## config.mk

```make
export PLATFORM = sky130hd
export DESIGN_NAME = eep_host_loader
export DESIGN_NICKNAME = d
export VERILOG_FILES = /design/src/rtl/eep_pkg.sv /design/src/rtl/eep_byte_xfer.sv /design/src/rtl/eep_burst_seq.sv /design/src/rtl/eep_host_loader.sv
export SDC_FILE = /design/constraint.sdc
export NUM_CORES = 1
export LEC_CHECK = 0
export BUFFER_PORTS_ARGS = -buffer_cell sky130_fd_sc_hd__clkbuf_2
export CAP_MARGIN = 20
export CORE_MARGIN = 8
export CORE_UTILIZATION = 57
export DETAILED_ROUTE_END_ITERATION = 10
export PLACE_DENSITY = 0.83
export RECOVER_POWER = 25
export SYNTH_ARGS = -nofsm -noshare
export SYNTH_HDL_FRONTEND = slang
export SYNTH_SLANG_ARGS = --single-unit
```

## constraint.sdc

```tcl
create_clock -name clk -period 2.7 [get_ports clk]
set_clock_uncertainty 0.2 [all_clocks]
set_input_delay 0.135 -clock clk [delete_from_list [all_inputs] [get_ports clk]]
set_output_delay 0.135 -clock clk [all_outputs]
set_load 0.02 [all_outputs]
```

## src/rtl/eep_pkg.sv

```systemverilog
package eep_pkg;

    // host register indices
    localparam logic [2:0] IDX_CTRL   = 3'd0;
    localparam logic [2:0] IDX_EADDR  = 3'd1;
    localparam logic [2:0] IDX_EDATA  = 3'd2;
    localparam logic [2:0] IDX_BURST  = 3'd3;
    localparam logic [2:0] IDX_BASE   = 3'd4;
    localparam logic [2:0] IDX_STATUS = 3'd5;

    typedef enum logic [1:0] {
        TOP_IDLE,
        TOP_SINGLE,
        TOP_BURST
    } top_state_t;

    typedef enum logic {
        BX_IDLE,
        BX_WAIT
    } bx_state_t;

    typedef enum logic [1:0] {
        BS_IDLE,
        BS_ISSUE,
        BS_WAIT,
        BS_WRITE
    } bs_state_t;

endpackage

```

## src/rtl/eep_byte_xfer.sv

```systemverilog
module eep_byte_xfer
    import eep_pkg::*;
#(
    parameter int AW          = 16,
    parameter int TIMEOUT_CYC = 10000
) (
    input  logic          clk,
    input  logic          rst_n,
    input  logic          start,
    input  logic          start_we,
    input  logic [AW-1:0] start_addr,
    input  logic [7:0]    start_wdata,
    output logic          busy,
    output logic          done,
    output logic          timeout,
    output logic          ee_req,
    output logic          ee_we,
    output logic [AW-1:0] ee_addr,
    output logic [7:0]    ee_wdata,
    input  logic          ee_ack
);

    localparam int CW = $clog2(TIMEOUT_CYC + 1);
    localparam logic [CW-1:0] LAST_CNT = CW'(TIMEOUT_CYC - 1);

    bx_state_t     state, nxt;
    logic [CW-1:0] cnt;
    logic          we_q;
    logic [AW-1:0] addr_q;
    logic [7:0]    wdata_q;
    logic          expire;

    assign expire = (cnt == LAST_CNT);

    // next-state logic
    always_comb begin
        nxt = state;
        unique case (state)
            BX_IDLE: if (start) nxt = BX_WAIT;
            BX_WAIT: if (ee_ack || expire) nxt = BX_IDLE;
            default: nxt = BX_IDLE;
        endcase
    end

    // state register
    always_ff @(posedge clk or negedge rst_n) begin
        if (!rst_n) state <= BX_IDLE;
        else        state <= nxt;
    end

    // request latch and timeout counter
    always_ff @(posedge clk or negedge rst_n) begin
        if (!rst_n) begin
            cnt     <= '0;
            we_q    <= 1'b0;
            addr_q  <= '0;
            wdata_q <= '0;
        end else if (state == BX_IDLE) begin
            cnt <= '0;
            if (start) begin
                we_q    <= start_we;
                addr_q  <= start_addr;
                wdata_q <= start_wdata;
            end
        end else if (!ee_ack && !expire) begin
            cnt <= cnt + 1'b1;
        end
    end

    // outputs
    always_comb begin
        busy     = (state == BX_WAIT);
        done     = busy && ee_ack;
        timeout  = busy && !ee_ack && expire;
        ee_req   = busy;
        ee_we    = busy && we_q;
        ee_addr  = addr_q;
        ee_wdata = wdata_q;
    end

endmodule

```

## src/rtl/eep_burst_seq.sv

```systemverilog
module eep_burst_seq
    import eep_pkg::*;
#(
    parameter int AW     = 16,
    parameter int MEM_AW = 24,
    parameter int BASE_W = 9,
    parameter int DW     = 32
) (
    input  logic              clk,
    input  logic              rst_n,
    input  logic              go,
    input  logic [AW-1:0]     go_addr,
    input  logic [BASE_W-1:0] base,
    input  logic              x_done,
    input  logic              x_timeout,
    input  logic [7:0]        x_byte,
    output logic              x_start,
    output logic [AW-1:0]     x_addr,
    output logic              fin,
    output logic              fault,
    output logic              mem_we,
    output logic [MEM_AW-1:0] mem_addr,
    output logic [DW-1:0]     mem_wdata
);

    localparam int LOW_W      = MEM_AW - BASE_W;
    localparam int ADDR_BYTES = AW / 8;
    localparam int DATA_BYTES = DW / 8;
    localparam int REC_BYTES  = ADDR_BYTES + DATA_BYTES;
    localparam int IW         = $clog2(REC_BYTES);
    localparam logic [IW-1:0] IDX_ALAST = IW'(ADDR_BYTES - 1);
    localparam logic [IW-1:0] IDX_RLAST = IW'(REC_BYTES - 1);

    bs_state_t     state, nxt;
    logic [IW-1:0] idx;
    logic [AW-1:0] cur;
    logic [7:0]    rec_q [REC_BYTES];
    logic [AW-1:0] field_now;
    logic [AW-1:0] field_q;
    logic          is_end;
    logic          last_addr_byte;

    // record address as it stands once the incoming byte is included
    always_comb begin
        for (int i = 0; i < ADDR_BYTES; i++) begin
            field_now[i*8 +: 8] = (IW'(i) == idx) ? x_byte : rec_q[i];
            field_q[i*8 +: 8]   = rec_q[i];
        end
        for (int j = 0; j < DATA_BYTES; j++) begin
            mem_wdata[j*8 +: 8] = rec_q[ADDR_BYTES + j];
        end
    end

    assign last_addr_byte = (idx == IDX_ALAST);
    assign is_end         = last_addr_byte && (&field_now);

    // next-state logic
    always_comb begin
        nxt = state;
        unique case (state)
            BS_IDLE:  if (go) nxt = BS_ISSUE;
            BS_ISSUE: nxt = BS_WAIT;
            BS_WAIT: begin
                if (x_done) begin
                    if (is_end)                nxt = BS_IDLE;
                    else if (idx == IDX_RLAST) nxt = BS_WRITE;
                    else                       nxt = BS_ISSUE;
                end else if (x_timeout) begin
                    nxt = BS_IDLE;
                end
            end
            BS_WRITE: nxt = BS_ISSUE;
            default:  nxt = BS_IDLE;
        endcase
    end

    // state register
    always_ff @(posedge clk or negedge rst_n) begin
        if (!rst_n) state <= BS_IDLE;
        else        state <= nxt;
    end

    // byte index, address pointer and record bytes
    always_ff @(posedge clk or negedge rst_n) begin
        if (!rst_n) begin
            idx <= '0;
            cur <= '0;
            for (int k = 0; k < REC_BYTES; k++) rec_q[k] <= '0;
        end else begin
            unique case (state)
                BS_IDLE: begin
                    if (go) begin
                        cur <= go_addr;
                        idx <= '0;
                    end
                end
                BS_WAIT: begin
                    if (x_done) begin
                        rec_q[idx] <= x_byte;
                        cur        <= cur + 1'b1;
                        if (idx != IDX_RLAST) idx <= idx + 1'b1;
                    end
                end
                BS_WRITE: idx <= '0;
                default: ;
            endcase
        end
    end

    // outputs
    always_comb begin
        x_start  = (state == BS_ISSUE);
        x_addr   = cur;
        fin      = (state == BS_WAIT) && x_done && is_end;
        fault    = (state == BS_WAIT) && x_timeout;
        mem_we   = (state == BS_WRITE);
        mem_addr = {base, field_q[LOW_W-1:0]};
    end

endmodule

```

## src/rtl/eep_host_loader.sv

```systemverilog
module eep_host_loader
    import eep_pkg::*;
#(
    parameter int EE_AW       = 16,
    parameter int MEM_AW      = 24,
    parameter int BASE_W      = 9,
    parameter int DW          = 32,
    parameter int TIMEOUT_CYC = 10000
) (
    input  logic              clk,
    input  logic              rst_n,
    input  logic              reg_wr,
    input  logic [2:0]        reg_addr,
    input  logic [EE_AW-1:0]  reg_wdata,
    output logic [EE_AW-1:0]  reg_rdata,
    output logic              ee_req,
    output logic              ee_we,
    output logic [EE_AW-1:0]  ee_addr,
    output logic [7:0]        ee_wdata,
    input  logic [7:0]        ee_rdata,
    input  logic              ee_ack,
    output logic              mem_we,
    output logic [MEM_AW-1:0] mem_addr,
    output logic [DW-1:0]     mem_wdata
);

    localparam int RW = EE_AW;

    top_state_t        state, nxt;
    logic              rd_req_q, wr_req_q, burst_q, err_q;
    logic [EE_AW-1:0]  addr_q, ptr_q;
    logic [7:0]        data_q;
    logic [BASE_W-1:0] base_q;

    logic wr_ctrl, wr_burst, accept_single, accept_burst, single_rd;
    logic              x_start, x_we, x_busy, x_done, x_timeout;
    logic [EE_AW-1:0]  x_addr;
    logic              b_x_start, b_fin, b_fault;
    logic [EE_AW-1:0]  b_x_addr;

    assign wr_ctrl       = reg_wr && (reg_addr == IDX_CTRL);
    assign wr_burst      = reg_wr && (reg_addr == IDX_BURST);
    assign single_rd     = reg_wdata[1];
    assign accept_single = (state == TOP_IDLE) && wr_ctrl && (reg_wdata[1] || reg_wdata[0]);
    assign accept_burst  = (state == TOP_IDLE) && wr_burst && reg_wdata[0];

    // one byte engine, shared by single accesses and the burst sequencer
    assign x_start = accept_single || b_x_start;
    assign x_we    = accept_single && !single_rd;
    assign x_addr  = accept_single ? addr_q : b_x_addr;

    eep_byte_xfer #(
        .AW          (EE_AW),
        .TIMEOUT_CYC (TIMEOUT_CYC)
    ) u_xfer (
        .clk         (clk),
        .rst_n       (rst_n),
        .start       (x_start),
        .start_we    (x_we),
        .start_addr  (x_addr),
        .start_wdata (data_q),
        .busy        (x_busy),
        .done        (x_done),
        .timeout     (x_timeout),
        .ee_req      (ee_req),
        .ee_we       (ee_we),
        .ee_addr     (ee_addr),
        .ee_wdata    (ee_wdata),
        .ee_ack      (ee_ack)
    );

    eep_burst_seq #(
        .AW     (EE_AW),
        .MEM_AW (MEM_AW),
        .BASE_W (BASE_W),
        .DW     (DW)
    ) u_burst (
        .clk       (clk),
        .rst_n     (rst_n),
        .go        (accept_burst),
        .go_addr   (ptr_q),
        .base      (base_q),
        .x_done    (x_done),
        .x_timeout (x_timeout),
        .x_byte    (ee_rdata),
        .x_start   (b_x_start),
        .x_addr    (b_x_addr),
        .fin       (b_fin),
        .fault     (b_fault),
        .mem_we    (mem_we),
        .mem_addr  (mem_addr),
        .mem_wdata (mem_wdata)
    );

    // next-state logic
    always_comb begin
        nxt = state;
        unique case (state)
            TOP_IDLE: begin
                if (accept_single)     nxt = TOP_SINGLE;
                else if (accept_burst) nxt = TOP_BURST;
            end
            TOP_SINGLE: if (x_done || x_timeout) nxt = TOP_IDLE;
            TOP_BURST:  if (b_fin || b_fault)    nxt = TOP_IDLE;
            default:    nxt = TOP_IDLE;
        endcase
    end

    // state register
    always_ff @(posedge clk or negedge rst_n) begin
        if (!rst_n) state <= TOP_IDLE;
        else        state <= nxt;
    end

    // host-visible registers
    always_ff @(posedge clk or negedge rst_n) begin
        if (!rst_n) begin
            rd_req_q <= 1'b0;
            wr_req_q <= 1'b0;
            burst_q  <= 1'b0;
            err_q    <= 1'b0;
            addr_q   <= '0;
            data_q   <= '0;
            base_q   <= '0;
            ptr_q    <= '0;
        end else begin
            if (reg_wr && reg_addr == IDX_EADDR) addr_q <= reg_wdata;
            if (reg_wr && reg_addr == IDX_EDATA) data_q <= reg_wdata[7:0];
            if (reg_wr && reg_addr == IDX_BASE)  base_q <= reg_wdata[BASE_W-1:0];

            // resume pointer follows every completed byte access
            if (x_done) ptr_q <= ee_addr + 1'b1;

            unique case (state)
                TOP_IDLE: begin
                    if (accept_single) begin
                        rd_req_q <= single_rd;
                        wr_req_q <= !single_rd;
                        err_q    <= 1'b0;
                    end else if (accept_burst) begin
                        burst_q <= 1'b1;
                        err_q   <= 1'b0;
                    end
                end
                TOP_SINGLE: begin
                    if (x_done) begin
                        if (rd_req_q) data_q <= ee_rdata;
                        rd_req_q <= 1'b0;
                        wr_req_q <= 1'b0;
                    end else if (x_timeout) begin
                        rd_req_q <= 1'b0;
                        wr_req_q <= 1'b0;
                        err_q    <= 1'b1;
                    end
                end
                TOP_BURST: begin
                    if (b_fin) begin
                        burst_q <= 1'b0;
                    end else if (b_fault) begin
                        burst_q <= 1'b0;
                        err_q   <= 1'b1;
                    end
                end
                default: ;
            endcase
        end
    end

    // host read mux
    always_comb begin
        reg_rdata = '0;
        unique case (reg_addr)
            IDX_CTRL:   reg_rdata = RW'({rd_req_q, wr_req_q});
            IDX_EADDR:  reg_rdata = addr_q;
            IDX_EDATA:  reg_rdata = RW'(data_q);
            IDX_BURST:  reg_rdata = RW'(burst_q);
            IDX_BASE:   reg_rdata = RW'(base_q);
            IDX_STATUS: reg_rdata = RW'({err_q, (state != TOP_IDLE) || x_busy});
            default:    reg_rdata = '0;
        endcase
    end

endmodule

```

==> load_flow_metrics.sql <==
INSERT INTO impl_metrics (metric_group, metric, value, unit) VALUES
('outcome', 'outcome', 'complete, but fails checks', ''),
('outcome', 'violations', 'max-capacitance violations, max-slew violations', ''),
('sta', 'final_critical_path_setup_slack', '0.2050', 'ns'),
('final_layout', 'count_of_nets_after_finishing', '945', ''),
('clocking', 'post-cts-setup-buffers', '0', ''),
('sta', 'report.final.setup_viol', '0', ''),
('drt', 'via_count', '6594', ''),
('clocking', 'cts_buffers', '17', ''),
('logic_synthesis', 'yosys_warnings', '0', ''),
('clocking', 'cts-root-to-sink-buffers', '2', ''),
('sta', 'fin_setup_tns', '0', 'ns'),
('drt', 'detail_route.wl_per_cell', '20.11', 'um'),
('floorplanning', 'die_height', '135.2', 'um'),
('place', 'port-buffer-count', '129', ''),
('drt', 'vias_per_cell', '6.027', ''),
('worst_setup_path', 'worstPathCellList', 'inv_1 -> ha_1 -> buf_4 -> nand2_1 -> o221ai_1 -> o21ai_0 -> mux2_2 -> clkbuf_2', ''),
('worst_setup_path', 'worst-endpoint-required', '2.37', 'ns'),
('drt', 'detailedRoute.firstIterationViolations', '625', ''),
('power', 'power-per-cell-area', '916.6', 'nW/um2'),
('final_layout', 'nFillCells', '940', ''),
('worst_setup_path', 'worst_path_largest_cell_delay', '0.40', 'ns'),
('global_routing', 'via_count_of_the_first_global_routing_pass', '6662', ''),
('logic_synthesis', 'postSynthNetCount', '796', ''),
('power', 'max-vdd-ir-drop', '0.0007275', 'V'),
('sta', 'finalCritPeriodShare', '92.41', '%'),
('final_layout', 'mostFrequentLayoutCells', 'sky130_fd_sc_hd__dfrtp_1 (163), sky130_fd_sc_hd__clkbuf_2 (129), sky130_fd_sc_hd__mux2_2 (80)', ''),
('drt', 'finalWirelength', '22000', 'um'),
('final_layout', 'multiInputGateArea', '3687', 'um2'),
('global_routing', 'grtUsageTotal', '24.56', '%'),
('final_layout', 'design_area', '9814', 'um2'),
('clocking', 'cts_sinks', '163', ''),
('global_routing', 'grt-ovfl-total', '0', ''),
('drt', 'remaining_drc_errors', '0', ''),
('worst_setup_path', 'crit_fanout', '9', ''),
('sta', 'slew_headroom', '-22.70', '%'),
('logic_synthesis', 'syn-instance-count', '751', ''),
('logic_synthesis', 'netlist_top_cells_area', 'sky130_fd_sc_hd__dfrtp_1 (50%), sky130_fd_sc_hd__mux2_2 (11%), sky130_fd_sc_hd__mux2i_1 (3.6%)', ''),
('clocking', 'cts.clk_slew.worst_paths', '0.07', 'ns'),
('logic_synthesis', 'synthDistinctLibCells', '64', ''),
('logic_synthesis', 'synth-edff-count', '0', ''),
('sta', 'worst_hold_slack', '0.05370', 'ns'),
('global_routing', 'grt_max_degree', '73', ''),
('floorplanning', 'effective_utilization_at_floorplan', '58.31', '%'),
('floorplanning', 'number_of_cell_rows', '43', ''),
('clocking', 'worstSkewPairLatency', '0.43', 'ns'),
('logic_synthesis', 'cell_area_after_synthesis', '8094', 'um2'),
('sta', 'finalMaxSlewViolations', '71', ''),
('worst_setup_path', 'master_of_the_slowest_instance_on_the_critical_path', 'sky130_fd_sc_hd__dfrtp_1', ''),
('final_layout', 'areaGrowthSynthToFinish', '21.26', '%'),
('final_layout', 'sequential_cell_area', '4079', 'um2'),
('logic_synthesis', 'yosysTopAreaCell', 'sky130_fd_sc_hd__dfrtp_1', ''),
('floorplanning', 'design.core.area', '13880', 'um2'),
('logic_synthesis', 'synth.top_cell.area_share', '50.39', '%'),
('place', 'postPlaceCellArea', '8942', 'um2'),
('global_routing', 'antenna_found_initial', '1', ''),
('logic_synthesis', 'register_area_share_after_synthesis', '50.39', '%'),
('worst_setup_path', 'worstSetupPathType', 'reg -> out', ''),
('worst_setup_path', 'startpoint_type', 'flip-flop', ''),
('logic_synthesis', 'postSynthAreaPerCell', '10.78', 'um2'),
('final_layout', 'final_layout_size_suffix_gt1_share', '30.12', '%'),
('sta', 'hold_viol', '0', ''),
('floorplanning', 'pin_count', '130', ''),
('global_routing', 'first_pass_grt_wire_length', '35510', 'um'),
('flow_run', 'timing.max_cap.violations', '1', ''),
('worst_setup_path', 'end_kind', 'primary output', ''),
('place', 'place_congestion', '0.9218', ''),
('place', 'place.detailed.hpwl', '14650', 'um'),
('floorplanning', 'floorplan.die_area', '18270', 'um2'),
('hold_path', 'hold_class', 'in -> reg', ''),
('sta', 'worstMarginPinSlew', '1.841', 'ns'),
('sta', 'fmaxAchievable', '400.8', 'MHz');
-- metal layers --
| layer | GRT usage [%] | routed length [um] | vias up |
|---|---|---|---|
| met5 | 0 | 0 | - |
| met4 | 10.49 | 609 | 0 |
| met3 | 6.380 | 1769 | 50 |
| met2 | 39.12 | 10590 | 326 |
| met1 | 31.14 | 9026 | 3244 |
| li1 | - | - | 2974 |
-- layout make-up --
| class | instances | share of cell area, % |
|---|---|---|
| antenna | 1 | 0.02550 |
| clock buffer | 20 | 4.653 |
| clock inverter | 12 | 1.466 |
| inverter | 19 | 0.7267 |
| multi-input combinational | 517 | 37.57 |
| sequential | 163 | 41.56 |
| tap | 180 | 2.295 |
| timing repair buffer | 182 | 11.70 |
-- cells by family after synthesis --
kind of cell	after synthesis	synth area share (%)
compound gates	120	9.337
xor+xnor	27	2.922
fa+ha+maj	14	2.164
buf+inv	71	4.112
flops	163	50.39
mux	114	15.55
simple gates	242	15.52
-- worst max-delay path, delay by kind of cell, from the launching register on --
family | cells | cell delay, ns
flip-flops | 1 | 0.40
multiplexers | 1 | 0.28
buffers and inverters | 3 | 0.45
adder cells (fa/ha/maj) | 1 | 0.21
AO/OA/AOI/OAI | 2 | 0.30
AND/OR/NAND/NOR | 1 | 0.07
-- synthesized netlist by cell type (all sizes together) (2+ instances only) --
master,number
a21oi,19
a221o,3
a22o,6
a22oi,7
a311oi,2
a32oi,6
a41oi,2
and2,13
and3,7
and3b,2
buf,24
clkbuf,28
dfrtp,163
ha,14
inv,18
mux2,84
mux2i,29
nand2,71
nand2b,3
nand3,39
nand3b,4
nand4,18
nand4b,3
nor2,47
nor2b,3
nor3,10
nor4,6
nor4b,2
o21a,2
o21ai,54
o22ai,2
o31ai,5
or2,2
or3,2
or4b,6
xnor2,12
xor2,15
-- metrics by stage --
step	std cells	total power, uW
after global placement	1034	6318
after floorplan	751	5479
after CTS	1093	8969
after detailed placement	1034	6422
final	1094	8996
after global routing	1094	9436
-- report_power, final --
part / leakage, uW / internal, uW / switching, uW
combinational: 0.00227 / 1140 / 1710
clock: 0.000290 / 1430 / 1050
sequential: 0.00213 / 3040 / 626
total: 0.00469 / 5610 / 3390
-- path summary, 6_finish.rpt --
check,from,slack (ns),to,cells after the start
max,state[1],0.20,reg_rdata[0],8
min,reg_wr,0.05,burst_q,5
max reg2reg,state[1],0.23,u_burst.x_addr[11],7
min reg2reg,ptr_q[7],0.29,ptr_q[7],2
max in group asynchronous,rst_n,0.66,base_q[4],2
min in group asynchronous,rst_n,0.55,u_burst.mem_wdata[10],2
-- what timing repair did --
item | 4_1_cts | 5_1_grt
resized for setup | 0 | 1
setup endpoints to repair | 0 | 5
endpoints found under the hold margin | 154 | 0
hold buffers | 27 | 0
-- sequential cells by signal, indices dropped and copies added, names as in the netlist --
name	flops
u_xfer.we_q	1
rd_req_q	1
u_burst.mem_wdata	32
u_burst.x_addr	16
u_burst.state	2
u_xfer.cnt	14
addr_q	16
data_q	8
u_burst.mem_addr	15
u_xfer.ee_wdata	8
burst_q	1
u_burst.idx	3
u_xfer.ee_addr	16
base_q	9
wr_req_q	1
ptr_q	16
state	2
err_q	1
u_xfer.busy	1
No activity file was read; power rests on OpenSTA's default activity.
